## config.mk

```make
export PLATFORM = sky130hd
export DESIGN_NAME = mux_membus
export DESIGN_NICKNAME = d
export VERILOG_FILES = /design/src/rtl/mux_membus_pkg.sv /design/src/rtl/mux_membus_seq.sv /design/src/rtl/mux_membus_drive.sv /design/src/rtl/mux_membus.sv
export SDC_FILE = /design/constraint.sdc
export NUM_CORES = 1
export LEC_CHECK = 0
export CORE_MARGIN = 4
export CORE_UTILIZATION = 40
export DETAILED_ROUTE_END_ITERATION = 7
export GPL_TIMING_DRIVEN = 1
export PLACE_DENSITY = 0.74
export SLEW_MARGIN = 20
export SYNTH_ARGS = -nofsm -noshare
export SYNTH_HDL_FRONTEND = slang
export SYNTH_HIERARCHICAL = 1
export SYNTH_SLANG_ARGS = --single-unit
```

## constraint.sdc

```tcl
create_clock -name clk -period 3.8 [get_ports clk]
set_input_delay 0.57 -clock clk [delete_from_list [all_inputs] [get_ports clk]]
set_output_delay 0.57 -clock clk [all_outputs]
set_load 0.05 [all_outputs]
```

## src/rtl/mux_membus_pkg.sv

```systemverilog
package mux_membus_pkg;

    typedef enum logic [2:0] {
        ST_IDLE   = 3'd0,
        ST_ADDR   = 3'd1,
        ST_FLOAT  = 3'd2,
        ST_STROBE = 3'd3,
        ST_SAMPLE = 3'd4
    } phase_e;

    typedef enum logic {
        SP_PROG = 1'b0,
        SP_DATA = 1'b1
    } space_e;

endpackage

```

## src/rtl/mux_membus_seq.sv

```systemverilog
module mux_membus_seq
    import mux_membus_pkg::*;
#(
    parameter int ADDR_W   = 16,
    parameter int DATA_W   = 8,
    parameter int ADDR_CYC = 2,
    parameter int STB_CYC  = 2
) (
    input  logic              clk,
    input  logic              rst_n,
    input  logic              req_valid,
    input  logic              req_space,
    input  logic              req_write,
    input  logic [ADDR_W-1:0] req_addr,
    input  logic [DATA_W-1:0] req_wdata,
    output phase_e            phase,
    output logic              phase_end,
    output space_e            cur_space,
    output logic              cur_read,
    output logic [ADDR_W-1:0] cur_addr,
    output logic [DATA_W-1:0] cur_wdata
);

    localparam int CNT_MAX = (ADDR_CYC > STB_CYC) ? ADDR_CYC : STB_CYC;
    localparam int CNT_W   = $clog2(CNT_MAX) + 1;
    localparam logic [CNT_W-1:0] ADDR_LAST = CNT_W'(ADDR_CYC - 1);
    localparam logic [CNT_W-1:0] STB_LAST  = CNT_W'(STB_CYC - 1);

    phase_e           phase_q, phase_d;
    logic [CNT_W-1:0] cnt_q, cnt_d;
    logic             accept;

    assign accept    = (phase_q == ST_IDLE) && req_valid;
    assign phase_end = ((phase_q == ST_ADDR)   && (cnt_q == ADDR_LAST)) ||
                       ((phase_q == ST_STROBE) && (cnt_q == STB_LAST));
    assign phase     = phase_q;

    // next-state and phase counter
    always_comb begin
        phase_d = phase_q;
        cnt_d   = cnt_q;
        unique case (phase_q)
            ST_IDLE: begin
                if (req_valid) begin
                    phase_d = ST_ADDR;
                    cnt_d   = '0;
                end
            end
            ST_ADDR: begin
                if (phase_end) begin
                    phase_d = cur_read ? ST_FLOAT : ST_STROBE;
                    cnt_d   = '0;
                end else begin
                    cnt_d = cnt_q + 1'b1;
                end
            end
            ST_FLOAT: begin
                phase_d = ST_STROBE;
                cnt_d   = '0;
            end
            ST_STROBE: begin
                if (phase_end) begin
                    phase_d = ST_SAMPLE;
                    cnt_d   = '0;
                end else begin
                    cnt_d = cnt_q + 1'b1;
                end
            end
            ST_SAMPLE: begin
                phase_d = ST_IDLE;
            end
            default: begin
                phase_d = ST_IDLE;
                cnt_d   = '0;
            end
        endcase
    end

    // state register and request capture
    always_ff @(posedge clk or negedge rst_n) begin
        if (!rst_n) begin
            phase_q   <= ST_IDLE;
            cnt_q     <= '0;
            cur_space <= SP_PROG;
            cur_read  <= 1'b1;
            cur_addr  <= '0;
            cur_wdata <= '0;
        end else begin
            phase_q <= phase_d;
            cnt_q   <= cnt_d;
            if (accept) begin
                cur_space <= space_e'(req_space);
                cur_read  <= !(req_space && req_write);
                cur_addr  <= req_addr;
                cur_wdata <= req_wdata;
            end
        end
    end

endmodule

```

## src/rtl/mux_membus_drive.sv

```systemverilog
module mux_membus_drive
    import mux_membus_pkg::*;
#(
    parameter int ADDR_W = 16,
    parameter int DATA_W = 8,
    localparam int HI_W  = ADDR_W - DATA_W
) (
    input  logic              clk,
    input  logic              rst_n,
    input  phase_e            phase,
    input  logic              phase_end,
    input  space_e            cur_space,
    input  logic              cur_read,
    input  logic [ADDR_W-1:0] cur_addr,
    input  logic [DATA_W-1:0] cur_wdata,
    input  logic [DATA_W-1:0] ad_in,
    output logic              req_ready,
    output logic              ale,
    output logic [HI_W-1:0]   addr_hi,
    output logic [DATA_W-1:0] ad_out,
    output logic              ad_oe,
    output logic              prog_rd_n,
    output logic              data_rd_n,
    output logic              data_wr_n,
    output logic              rsp_done,
    output logic [DATA_W-1:0] rsp_rdata
);

    // Moore output decode
    always_comb begin
        req_ready = 1'b0;
        ale       = 1'b0;
        addr_hi   = cur_addr[ADDR_W-1:DATA_W];
        ad_out    = '0;
        ad_oe     = 1'b0;
        prog_rd_n = 1'b1;
        data_rd_n = 1'b1;
        data_wr_n = 1'b1;
        rsp_done  = 1'b0;
        unique case (phase)
            ST_IDLE: begin
                req_ready = 1'b1;
                addr_hi   = '0;
            end
            ST_ADDR: begin
                ale    = !phase_end;
                ad_oe  = 1'b1;
                ad_out = cur_addr[DATA_W-1:0];
            end
            ST_FLOAT: begin
                ad_oe = 1'b0;
            end
            ST_STROBE: begin
                if (!cur_read) begin
                    data_wr_n = 1'b0;
                    ad_oe     = 1'b1;
                    ad_out    = cur_wdata;
                end else if (cur_space == SP_PROG) begin
                    prog_rd_n = 1'b0;
                end else begin
                    data_rd_n = 1'b0;
                end
            end
            ST_SAMPLE: begin
                rsp_done = 1'b1;
                if (!cur_read) begin
                    ad_oe  = 1'b1;
                    ad_out = cur_wdata;
                end
            end
            default: begin
                req_ready = 1'b0;
            end
        endcase
    end

    // read byte taken on the edge that closes the strobe
    always_ff @(posedge clk or negedge rst_n) begin
        if (!rst_n) begin
            rsp_rdata <= '0;
        end else if ((phase == ST_STROBE) && phase_end && cur_read) begin
            rsp_rdata <= ad_in;
        end
    end

endmodule

```

## src/rtl/mux_membus.sv

```systemverilog
module mux_membus
    import mux_membus_pkg::*;
#(
    parameter int ADDR_W   = 16,
    parameter int DATA_W   = 8,
    parameter int ADDR_CYC = 2,
    parameter int STB_CYC  = 2,
    localparam int HI_W    = ADDR_W - DATA_W
) (
    input  logic              clk,
    input  logic              rst_n,
    input  logic              req_valid,
    output logic              req_ready,
    input  logic              req_space,
    input  logic              req_write,
    input  logic [ADDR_W-1:0] req_addr,
    input  logic [DATA_W-1:0] req_wdata,
    output logic              rsp_done,
    output logic [DATA_W-1:0] rsp_rdata,
    output logic [DATA_W-1:0] bus_ad_out,
    output logic              bus_ad_oe,
    input  logic [DATA_W-1:0] bus_ad_in,
    output logic [HI_W-1:0]   bus_addr_hi,
    output logic              bus_ale,
    output logic              bus_prog_rd_n,
    output logic              bus_data_rd_n,
    output logic              bus_data_wr_n
);

    if (ADDR_CYC < 2) begin : g_bad_addr_cyc
        $error("ADDR_CYC must be at least 2 so the latch pulse ends before data");
    end
    if (STB_CYC < 1) begin : g_bad_stb_cyc
        $error("STB_CYC must be at least 1");
    end

    phase_e            phase;
    logic              phase_end;
    space_e            cur_space;
    logic              cur_read;
    logic [ADDR_W-1:0] cur_addr;
    logic [DATA_W-1:0] cur_wdata;

    mux_membus_seq #(
        .ADDR_W  (ADDR_W),
        .DATA_W  (DATA_W),
        .ADDR_CYC(ADDR_CYC),
        .STB_CYC (STB_CYC)
    ) i_seq (
        .clk      (clk),
        .rst_n    (rst_n),
        .req_valid(req_valid),
        .req_space(req_space),
        .req_write(req_write),
        .req_addr (req_addr),
        .req_wdata(req_wdata),
        .phase    (phase),
        .phase_end(phase_end),
        .cur_space(cur_space),
        .cur_read (cur_read),
        .cur_addr (cur_addr),
        .cur_wdata(cur_wdata)
    );

    mux_membus_drive #(
        .ADDR_W(ADDR_W),
        .DATA_W(DATA_W)
    ) i_drive (
        .clk      (clk),
        .rst_n    (rst_n),
        .phase    (phase),
        .phase_end(phase_end),
        .cur_space(cur_space),
        .cur_read (cur_read),
        .cur_addr (cur_addr),
        .cur_wdata(cur_wdata),
        .ad_in    (bus_ad_in),
        .req_ready(req_ready),
        .ale      (bus_ale),
        .addr_hi  (bus_addr_hi),
        .ad_out   (bus_ad_out),
        .ad_oe    (bus_ad_oe),
        .prog_rd_n(bus_prog_rd_n),
        .data_rd_n(bus_data_rd_n),
        .data_wr_n(bus_data_wr_n),
        .rsp_done (rsp_done),
        .rsp_rdata(rsp_rdata)
    );

endmodule

```

### After elaboration in Yosys (flattened, before gate mapping)

Cells that the tools add are included.

| storage, ports and cells | value |
|---|---|
| bits in registers | 39 |
| input bits | 37 |
| output and inout bits | 31 |
| word-level logic and storage cells | 55 |

| operators by class | value |
|---|---|
| add/sub/neg operators | 1 |
| equality and inequality tests | 8 |
| mux-type cells | 24 |
| bitwise gates (word level) | 1 |
| reduce and logical (&&, ||, !) cells | 14 |

Operators with widths:

| cell | number |
|---|---|
| $mux 8 | 2 |
| $pmux 8 s2 | 1 |
| $mux 1 | 13 |
| $pmux 3 s4 | 1 |
| $mux 3 | 3 |
| $eq 3x2->1 const B | 2 |
| $logic_and 1x1->1 | 6 |
| $pmux 2 s3 | 1 |
| $mux 2 | 2 |
| $ne 2x1->1 const B | 2 |
| $reduce_or 2->1 | 2 |
| $eq 3x1->1 const B | 1 |
| $eq 3x3->1 const B | 1 |
| $logic_not 3->1 | 1 |
| $reduce_and 3->1 | 1 |
| $add 2x1->2 const B | 1 |
| $eq 2x1->1 const B | 1 |
| $logic_not 1->1 | 2 |
| $ne 2x2->1 const B | 1 |
| $pmux 1 s2 | 1 |
| $reduce_and 2->1 | 1 |
| $logic_or 1x1->1 | 1 |
| $not 1->1 | 1 |

### Logic depth before layout (Yosys ltp)

| logic depth | value |
|---|---|
| depth after elaboration | 5 |
| gate-level depth with buffers | 5 |
| gate-level depth less buffers | 5 |

### By module

The synthesis kept the hierarchy.

By module, submodules not included:

| module | times used | cells each | area an instance (um^2) | sequential area each (um^2) |
|---|---|---|---|---|
| mux_membus_seq | 1 | 78 | 1243.7 | 777.0 |
| mux_membus_drive | 1 | 46 | 535.5 | 200.2 |

### Worst setup path after synthesis

No wires, ideal clock.

| timing | value |
|---|---|
| path type | register to output |
| start point | register i_seq.phase_q[1], in the netlist i_seq/phase[1] |
| end point | output port bus_addr_hi[7] |
| arrival time | 2593 ps |
| required time | 3230 ps |
| slack | 637 ps |
| cell stages (with the launch flop) | 4 |
| path buffers | 1 |
| cell sequence | dfrtp_1 > buf_2 > nor3_1 > nor2b_1 |

| between the ends | value |
|---|---|
| cells in the longest elaborated chain, start to end | 2 |

RTL lines:

| what | RTL line | text |
|---|---|---|
| start: declaration | mux_membus_seq.sv:29 | `phase_e phase_q, phase_d;` |
| start signal: assignment | mux_membus_seq.sv:89 | `phase_q <= phase_d;` |
| $logic_not 3->1 | mux_membus_drive.sv:40 | `unique case (phase)` |
| $mux 8 | mux_membus_drive.sv:40 |  |
| end: declaration | mux_membus.sv:23 | `output logic [HI_W-1:0] bus_addr_hi,` |

Every way passes these cells.

### Worst setup path in the final report

| timing | value |
|---|---|
| start point | register i_seq.phase_q[0], in the netlist i_seq/phase[0] |
| end point | output port bus_ad_out[7] |

| between the ends | value |
|---|---|
| cells in the longest elaborated chain, start to end | 3 |
| elaborated cells on any way between the ends | 5 |
| classes of those cells | eq/ne: 3; mux: 1; reduce/logical: 1 |

RTL lines:

| what | RTL line | text |
|---|---|---|
| $eq 3x3->1 or $eq 3x2->1 (tied branches) | mux_membus_drive.sv:40 |  |
| $reduce_or 2->1 (no source line) | - |  |
| $pmux 8 s2 (*) | mux_membus_drive.sv:40 |  |
| end: declaration | mux_membus.sv:20 | `output logic [DATA_W-1:0] bus_ad_out,` |

Every way passes the cells marked *; elsewhere a longest branch is shown, timed or not.

==> impl_metrics.json <==
{
  "cts_root_buffer": "clkbuf_8",
  "layout_common_cells": "clkdlybuf4s50_1, dfrtp_1, mux2_2",
  "arrival_ps": 2830,
  "yosysTopAreaCellShare_pct": 53.4,
  "worst-path-max-fanout": 14,
  "syn_area_sq_um": 1780,
  "synth.largest_area_cell": "dfrtp_1",
  "start_kind": "flip-flop",
  "grt_max_degree": 40,
  "status": "finished clean",
  "peakVddDrop_uv": 546,
  "grt.overflow.total": 0,
  "relSlewSlack_pct": 43.0,
  "clockBufferDepth": 2,
  "timing.fmax_mhz": 294,
  "synth-edff-count": 0,
  "drive_gt1_share_pct": 25.9,
  "slowest_stage": "clkdlybuf4s50_1",
  "ys_ff_latch": 39,
  "netlist_instances": 124,
  "path_class": "flip-flop to output port",
  "crit_chain": "and2b_1 -> nor2b_1 -> a22o_1 -> clkdlybuf4s50_1",
  "grt_pass1_wl_mm": 7.00,
  "coreArea_sq_um": 4140,
  "initial_utilization_pct": 42.9,
  "nets": 232,
  "min-delay-path-class": "input pin to asynchronous set/reset pin",
  "yosysWarningCount": 6,
  "ant_nets": 0,
  "grt_pass1_vias": 1464,
  "clkLatencyLatePin_ps": 290,
  "utilization_pct": 61.8,
  "viasPerCell": 5.21,
  "synth_top_flop_cell": "dfrtp_1",
  "synth_area_leaders": "dfrtp_1, mux2_2, a22o_1, and2b_1, dfstp_2",
  "dp_hpwl_mm": 3.14,
  "cts_tree": "yes",
  "dieArea_sq_um": 5580,
  "fin_crit_sh_pct": 89.5,
  "avgSynthCellArea_sq_um": 14.3,
  "initialDrtViolationCount": 46,
  "cts.clk_slew.worst_paths_ps": 70,
  "clock_sinks": 39,
  "synth.distinct_cells": 32,
  "num_rows": 23,
  "setup_viol": 0,
  "rsz0062_at_grt": "false",
  "cts_hold_buf": 0,
  "port-buffer-count": 67,
  "vias": 1266,
  "grt.total_usage_pct": 16.9,
  "firstDrtPassIters": 4,
  "async_reset_ff_share_pct": 100,
  "tightestPinTransition_ps": 855,
  "gp_congestion": 0.812,
  "slowest_delay_ps": 810,
  "wl_mm": 4.14,
  "postCtsSetupRepairBufs": 0,
  "cp-end-kind": "output port",
  "fin_crit_ps": 3400,
  "cts_buffers": 5,
  "tns_ps": 0,
  "antenna_found_initial": 0,
  "power_density_nw_per_um2": 1040,
  "wire_per_inst_um": 17.0,
  "clock_skew_ps": 6.38,
  "worstPathRequired_ps": 3230,
  "die_height_um": 74.7,
  "num_antenna_cells": 0,
  "die-width_um": 74.7,
  "cts.repair.resized": 0,
  "p_leak_nw": 1.07,
  "layout_commonest_cell": "clkdlybuf4s50_1",
  "hold_viol": 0,
  "drv_cap": 0,
  "drc_errors": 0,
  "ioPinCount": 68,
  "syn_to_final_growth_pct": 44.0,
  "cts-htree-levels": 2,
  "drv_slew": 0,
  "ys_seq_area_share_pct": 54.9,
  "syn_nets": 162,
  "nFillCells": 339
}
[cell families after synthesis]
| family | share of synthesized area, % |
|---|---|
| buffers and inverters | 2.32 |
| AND/OR/NAND/NOR | 14.2 |
| flip-flops | 54.9 |
| adder cells (fa/ha/maj) | 0.703 |
| multiplexers | 21.5 |
| AO/OA/AOI/OAI | 6.33 |
[cell usage after synthesis, drive strengths merged (2+ instances only)]
library cell / n
dfrtp: 38
nor2b: 3
nand2: 2
nand4: 2
mux2: 34
a31o: 2
buf: 5
and2b: 8
nor3: 3
nor4b: 3
a22o: 8
[critical path, delay by kind of cell, from the launching register on]
family | cells | cell delay [ps]
AO/OA/AOI/OAI | 1 | 250
buffers and inverters | 1 | 810
AND/OR/NAND/NOR | 2 | 880
flip-flops | 1 | 600
[routing by layer]
metal	track usage (%)	vias to the layer above	part of all wire [%]
li1	-	589	-
met2	29.9	37	56
met1	18.6	630	37
met3	6.01	10	5.0
met4	6.72	0	2.1
met5	0	-	0
[flip-flops by register name, summed over array words and instances, names as in the netlist]
| register | count |
|---|---|
| i_seq/cur_wdata | 8 |
| i_seq/phase | 3 |
| i_drive/rsp_rdata | 8 |
| i_seq/cur_read | 1 |
| i_seq/cur_space | 1 |
| i_seq/cur_addr | 16 |
| i_seq/cnt_q | 2 |
[layout make-up]
cell class | count | area, sq um | share of cell area (%)
Inverter | 1 | 3.75 | 0.146
Multi-Input combinational cell | 79 | 761 | 29.7
Clock buffer | 6 | 72.6 | 2.83
Sequential cell | 39 | 977 | 38.1
Timing Repair Buffer | 68 | 686 | 26.8
Tap cell | 50 | 62.6 | 2.44
[report_power, final]
| group | internal (mW) | total (mW) | leakage, nW | switching (mW) |
|---|---|---|---|---|
| Clock | 0.122 | 0.253 | 0.0371 | 0.131 |
| Combinational | 0.661 | 1.62 | 0.567 | 0.957 |
| Sequential | 0.627 | 0.783 | 0.464 | 0.155 |
[per-stage QoR]
step	std cells	hold WS [ps]	setup slack, ps	total power [mW]	cell area (sq um)
final	243	390	398	2.65	2560
after global routing	243	457	207	2.79	2560
after CTS	243	408	371	2.68	2560
after detailed placement	237	489	723	2.42	2490
after global placement	237	464	813	2.37	2490
after floorplan	124	274	637	1.90	1780
[worst paths after layout]
check | start | to | slack (ps) | cells after the start
setup / recovery | i_seq/phase[0] | bus_ad_out[7] | 400 | 4
hold / removal | rst_n | i_seq/cur_addr[4] | 390 | 1
setup reg to reg | i_seq/phase[1] | i_seq/cur_addr[11] | 1730 | 3
hold reg to reg | i_seq/cur_addr[15] | i_seq/cur_addr[15] | 500 | 1
max in group asynchronous | rst_n | i_drive/rsp_rdata[3] | 2880 | 1
min in group clk | i_seq/cur_addr[15] | i_seq/cur_addr[15] | 500 | 1
Note: power is estimated with default switching activity, not from simulation.
